--- src/rtl/dcd_pkg.sv ---
package dcd_pkg;

    // Active operating mode, latched at each period start
    typedef enum logic [1:0] {
        DM_EVEN = 2'd0,
        DM_ODD  = 2'd1,
        DM_PASS = 2'd2
    } dcd_mode_e;

    // Pass-through wins over the odd-factor bit
    function automatic dcd_mode_e mode_of(input logic pass, input logic odd);
        if (pass)
            return DM_PASS;
        else if (odd)
            return DM_ODD;
        else
            return DM_EVEN;
    endfunction

endpackage

--- src/rtl/dcd_phase_ctr.sv ---
module dcd_phase_ctr #(
    parameter int CNT_W = 8
) (
    input  logic                clk,
    input  logic                rst,
    input  logic [CNT_W-1:0]    hi_in,
    input  logic [CNT_W-1:0]    lo_in,
    input  logic                pass_in,
    input  logic                odd_in,
    output dcd_pkg::dcd_mode_e  mode_q,
    output logic [CNT_W:0]      cnt_q,
    output logic [CNT_W-1:0]    hi_q,
    output logic [CNT_W-1:0]    lo_q,
    output logic                rise_q,
    output logic                lasthi_q
);
    import dcd_pkg::*;

    localparam int              SUM_W  = CNT_W + 1;
    localparam logic [SUM_W-1:0] ONE_S = SUM_W'(1);
    localparam logic [CNT_W-1:0] ONE_C = CNT_W'(1);

    typedef struct packed {
        logic [SUM_W-1:0] cnt;
        logic [CNT_W-1:0] hi;
        logic [CNT_W-1:0] lo;
        dcd_mode_e        mode;
        logic             start;
        logic             rise;
        logic             lasthi;
    } st_t;

    st_t s_d, s_q;

    logic [SUM_W-1:0] per_len;
    logic [SUM_W-1:0] nxt_cnt;
    logic             wrap;

    always_comb begin
        s_d     = s_q;
        per_len = {1'b0, s_q.hi} + {1'b0, s_q.lo};
        nxt_cnt = s_q.cnt + ONE_S;
        wrap    = s_q.start || (s_q.mode == DM_PASS) || (nxt_cnt == per_len);

        if (wrap) begin
            // period boundary: capture the new settings
            s_d.cnt    = '0;
            s_d.hi     = hi_in;
            s_d.lo     = lo_in;
            s_d.mode   = mode_of(pass_in, odd_in);
            s_d.start  = 1'b0;
            s_d.rise   = ~pass_in;
            s_d.lasthi = ~pass_in && (hi_in == ONE_C);
        end else begin
            s_d.cnt    = nxt_cnt;
            s_d.rise   = nxt_cnt < {1'b0, s_q.hi};
            s_d.lasthi = (nxt_cnt + ONE_S) == {1'b0, s_q.hi};
        end

        if (rst) begin
            s_d        = '0;
            s_d.mode   = DM_EVEN;
            s_d.start  = 1'b1;
        end
    end

    always_ff @(posedge clk) begin
        s_q <= s_d;
    end

    assign mode_q   = s_q.mode;
    assign cnt_q    = s_q.cnt;
    assign hi_q     = s_q.hi;
    assign lo_q     = s_q.lo;
    assign rise_q   = s_q.rise;
    assign lasthi_q = s_q.lasthi;

endmodule

--- src/rtl/dcd_half_trim.sv ---
module dcd_half_trim (
    input  logic clk,
    input  logic rst,
    input  logic arm,
    output logic kill_q
);
    logic kill_d;

    // Sampled on the falling edge: cuts the last high cycle in half
    always_comb begin
        kill_d = arm;
        if (rst)
            kill_d = 1'b0;
    end

    always_ff @(negedge clk) begin
        kill_q <= kill_d;
    end

endmodule

--- src/rtl/dcd_out_mux.sv ---
module dcd_out_mux (
    input  logic               clk_in,
    input  dcd_pkg::dcd_mode_e mode,
    input  logic               rise,
    input  logic               kill,
    output logic               clk_out
);
    import dcd_pkg::*;

    always_comb begin
        if (mode == DM_PASS)
            clk_out = clk_in;
        else
            clk_out = rise & ~kill;
    end

endmodule

--- src/rtl/duty_clk_div.sv ---
module duty_clk_div #(
    parameter int CNT_W = 8
) (
    input  logic             clk_in,
    input  logic             rst,
    input  logic [CNT_W-1:0] hi_cnt,
    input  logic [CNT_W-1:0] lo_cnt,
    input  logic             bypass,
    input  logic             odd_mode,
    output logic             clk_out
);
    import dcd_pkg::*;

    dcd_mode_e        mode_w;
    logic [CNT_W:0]   cnt_w;
    logic [CNT_W-1:0] hi_w;
    logic [CNT_W-1:0] lo_w;
    logic             rise_w;
    logic             lasthi_w;
    logic             kill_w;
    logic             arm_w;

    dcd_phase_ctr #(.CNT_W(CNT_W)) u_ctr (
        .clk      (clk_in),
        .rst      (rst),
        .hi_in    (hi_cnt),
        .lo_in    (lo_cnt),
        .pass_in  (bypass),
        .odd_in   (odd_mode),
        .mode_q   (mode_w),
        .cnt_q    (cnt_w),
        .hi_q     (hi_w),
        .lo_q     (lo_w),
        .rise_q   (rise_w),
        .lasthi_q (lasthi_w)
    );

    assign arm_w = lasthi_w && (mode_w == DM_ODD);

    dcd_half_trim u_trim (
        .clk    (clk_in),
        .rst    (rst),
        .arm    (arm_w),
        .kill_q (kill_w)
    );

    dcd_out_mux u_mux (
        .clk_in  (clk_in),
        .mode    (mode_w),
        .rise    (rise_w),
        .kill    (kill_w),
        .clk_out (clk_out)
    );

endmodule

--- config.mk ---
export PLATFORM = sky130hd
export DESIGN_NAME = duty_clk_div
export DESIGN_NICKNAME = d
export VERILOG_FILES = /design/src/rtl/dcd_pkg.sv /design/src/rtl/dcd_phase_ctr.sv /design/src/rtl/dcd_half_trim.sv /design/src/rtl/dcd_out_mux.sv /design/src/rtl/duty_clk_div.sv
export SDC_FILE = /design/constraint.sdc
export NUM_CORES = 1
export LEC_CHECK = 0
export BUFFER_PORTS_ARGS = -buffer_cell sky130_fd_sc_hd__buf_2
export CAP_MARGIN = 25
export CORE_MARGIN = 2
export CORE_UTILIZATION = 40
export DETAILED_ROUTE_END_ITERATION = 6
export HOLD_SLACK_MARGIN = 0.06
export PLACE_DENSITY = 0.67
export SLEW_MARGIN = 0
export SYNTH_ARGS = -nofsm -noshare
export SYNTH_HDL_FRONTEND = slang
export SYNTH_SLANG_ARGS = --single-unit
--- constraint.sdc ---
create_clock -name clk_in -period 6.45 [get_ports clk_in]
set_input_delay 1.29 -clock clk_in [delete_from_list [all_inputs] [get_ports clk_in]]
set_output_delay 1.29 -clock clk_in [all_outputs]
set_load 0.05 [all_outputs]
# Word-level counts from Yosys, hierarchy flattened
# Cells that the tools add are included.
# word_totals
in_bits,20
wordCells,29
ff_bits,31
out_inout_bits,1
# classes
reduce_logical,5
n_addsub,3
magnitude_cmp,1
eq_ne,5
n_mux,4
bitwise,3
# ops
op,count
"9-bit by 1-bit adder with 9-bit output, second input constant",2
8-bit by 8-bit adder with 9-bit output,1
9-bit by 8-bit equality test with 1-bit output,1
9-bit equality test,1
9-bit by 8-bit less-than comparator with 1-bit output,1
"8-bit by 1-bit equality test with 1-bit output, second input constant",1
2-bit 2-to-1 mux,2
"2-bit by 1-bit equality test with 1-bit output, second input constant",1
"2-bit equality test, second input constant",1
1-bit logical AND,2
1-bit logical OR,2
1-bit 2-to-1 mux,2
1-bit NOT,2
2-bit OR reduction,1
1-bit AND,1

# Depth between registers and ports, before layout
# depth
depth_word,4
ltp_mapped,13
mapped_depth_nobuf,12

# Cells and area by module
# A second synthesis with hierarchy kept.
# unflattened
cells_unflattened,277
hier_area_um2,2417.3
# by_module_without_submodules
module,cells_each,seq_area_each_um2,area_per_inst_um2,n_inst
dcd_phase_ctr,270,600.6,2343.5,1
dcd_half_trim,3,20.0,37.5,1
dcd_out_mux,3,0.0,27.5,1
duty_clk_div,1,0.0,8.8,1

==> impl_results.md <==
- Outcome: finished clean
- Power Total: 0.529 mW
- DRT Pass-1 Iters: 4
- Setup Buffers After CTS: 0
- R2R Path Start: u_ctr.mode_q[0]
- Rows: 27
- Initial Util: 0.420
- Hold-fix buffers at CTS: 0
- Crit path from: u_trim.kill_q
- Finished Core Util: 0.467
- DRT iter0 DRCs: 49
- Post-place setup slack: 1.16 ns
- Synth Cell Area: 2350 um^2
- Yosys top cell area share: 0.264
- Avg WL per Cell: ~13 um
- P&R area growth vs syn: 11.3%
- Worst r2r path cells: 2
- HPWL after detailed placement: approximately 3600 um
- Clk slew on worst S/H paths: 0.06 ns
- Endpoints failing setup: 0
- Hold path cells: 2
- P per Cell Area: slightly above 200 nW/um^2
- CTS tree: built
- Seq cells post-synth: 31
- Hold WC Path Type: reg2reg
- Synth area leader: dfxtp_1
- R2r endpoint: u_trim.kill_q
- Slew Viols, Final: 0
- Critical Path Start Type: register
- Vias/cell: between 5 and 6
- Worst-margin pin slew: 0.678 ns
- Worst Setup End Kind: primary output
- Chip Width: 80.7 um
- RSZ-0062 raised after global routing: false
- Top-count cell post-synth: nand2_1
- FF-to-FF setup slack: 2.63 ns
- Unique cell type count in the Yosys netlist: 50
- Max-cap viol count: 0
- Syn_nets: 315
- Setup ws final: between 0.6 and 0.7 ns
- Slew headroom: 0.545
- Die H: around 81 um
- I/O pins: 21
- Sequential share of the synthesized area: 0.264
- LEAKAGE: 1.14 nW
- First-pass GRT wire length: 7940 um
- Synth Instances: 276
- Core area: between 5000 and 6000 um^2
- Post-synth EDFFs: 0
- Arr. time, crit path: 4.49 ns
- GRT Overall Usage: 0.158
- CP Class: reg2out
- Predominant post-synthesis flop cell: dfxtp_1
- M1 WL: 2240 um
- Synth Warn #: 0
- DRC violations left: 0
- Syn avg cell area: 8.53 um^2
- Routed Antenna Nets: 0
- Top layer reached by signal wires: met4
- Setup TNS: 0 ns
- Wire length on met3: 153 um
- Layout Skew: approximately 0.07 ns
- Final WL: ~4600 um
- VDD IR max: 0.179 mV
- Vias in the first global route: 1773
- CTS resizes: 0
- Largest net degree at the start of global routing: 32
- Later-pin clock latency in the skew report: 0.45 ns
- CP Data Required Time: slightly above 5 ns
- Fin Hold WS: approximately 0.46 ns
- Critical Path End: clk_out
- Synth top area cells: dfxtp_1, ha_1, xnor2_1
- DR vias: roughly 1900
- Die area: 6510 um^2
- Antenna Cells: 0
- Layout cell share with drive strength beyond 1: 0.132
- Final GP Congestion: 0.756
- Asr flop ratio synth: 0
- Met2 WL: 2190 um
- Crit path max fanout: 1
- Post-synth top cells: nand2_1, dfxtp_1, xnor2_1
- Antenna violations before repair: 0
- # port buffers: 20
- Total gr overflow: 0
- Filler Cell Count: 569
- Final hold viol count: 0
- Layout net count: between 300 and 400
[layout make-up]
cell class                      instances  area (um^2)  area share
Clock buffer                           10          119      0.0454
Clock inverter                          3         16.3     0.00621
Inverter                               19         71.3      0.0272
Multi-Input combinational cell        211         1570       0.600
Sequential cell                        31          621       0.237
Tap cell                               72         90.1      0.0344
Timing Repair Buffer                   21          130      0.0497
[state kept, by name, indices dropped and copies added, names as in the netlist]
register / cells
u_ctr.rise_q: 1
u_trim.kill_q: 1
u_ctr.mode_q: 2
u_ctr.hi_q: 8
u_ctr.s_q: 1
u_ctr.cnt_q: 9
u_ctr.lo_q: 8
u_ctr.lasthi_q: 1
[through the flow]
step                      instances  instance area, um^2
after floorplan                 276                 2350
after global placement          355                 2460
after detailed placement        356                 2490
after CTS                       367                 2620
after global routing            367                 2620
final                           367                 2620
[power breakdown]
| part | internal (mW) | total, mW | switching, mW |
|---|---|---|---|
| Sequential | 0.203 | 0.214 | 0.0114 |
| Clock | 0.117 | 0.205 | 0.0883 |
| Combinational | 0.0566 | 0.109 | 0.0526 |
| Total | 0.376 | 0.529 | 0.152 |
[cells in the final DEF, fill, tap and decap left out, drive strengths merged, types with 3 or more instances in the layout]
master  instances
mux2i          17
nand3           7
a31oi           4
nand4           4
clkbuf          9
nor2b           3
nand2b          3
ha             18
xnor2          21
inv            20
a21oi          10
a21o            3
o21a            3
o21ai          13
nor2            8
dfxtp          31
and2            5
nor3            6
xor2            6
and3           10
nand2          40
buf            22
[worst max-delay path: stages, from the launching register on]
cell	delay (ns)
dfxtp_1	0.28
nand2b_1	0.12
o21ai_0	0.13
buf_2	0.28
[routing by layer]
layer / vias to the layer above / global-route usage
li1: 991 / -
met1: 875 / 0.200
met2: 33 / 0.261
met3: 4 / 0.0337
met4: 0 / 0.0661
met5: - / 0
[cell families (layout without fill, tap and decap cells)]
group	after synthesis	after routing	share of synthesized area
muxes	18	18	0.0771
AOI/OAI and AO/OA	46	46	0.128
and+or+nand+nor	98	98	0.217
buffers and inverters	34	53	0.0686
DFF	31	31	0.264
adders and majority gates	19	19	0.104
xor gates and xnor gates	30	30	0.141
[worst min path at each step]
stage	from	to	slack, ns
after floorplan	u_ctr.lo_q[0]	u_ctr.lo_q[0]	0.44
after global placement	u_ctr.lo_q[0]	u_ctr.lo_q[0]	0.45
after detailed placement	u_ctr.lo_q[0]	u_ctr.lo_q[0]	0.46
after CTS	u_ctr.lo_q[0]	u_ctr.lo_q[0]	0.47
after global routing	u_ctr.lo_q[3]	u_ctr.lo_q[3]	0.51
final	u_ctr.lo_q[0]	u_ctr.lo_q[0]	0.46
(Power assumes the default switching activity.)
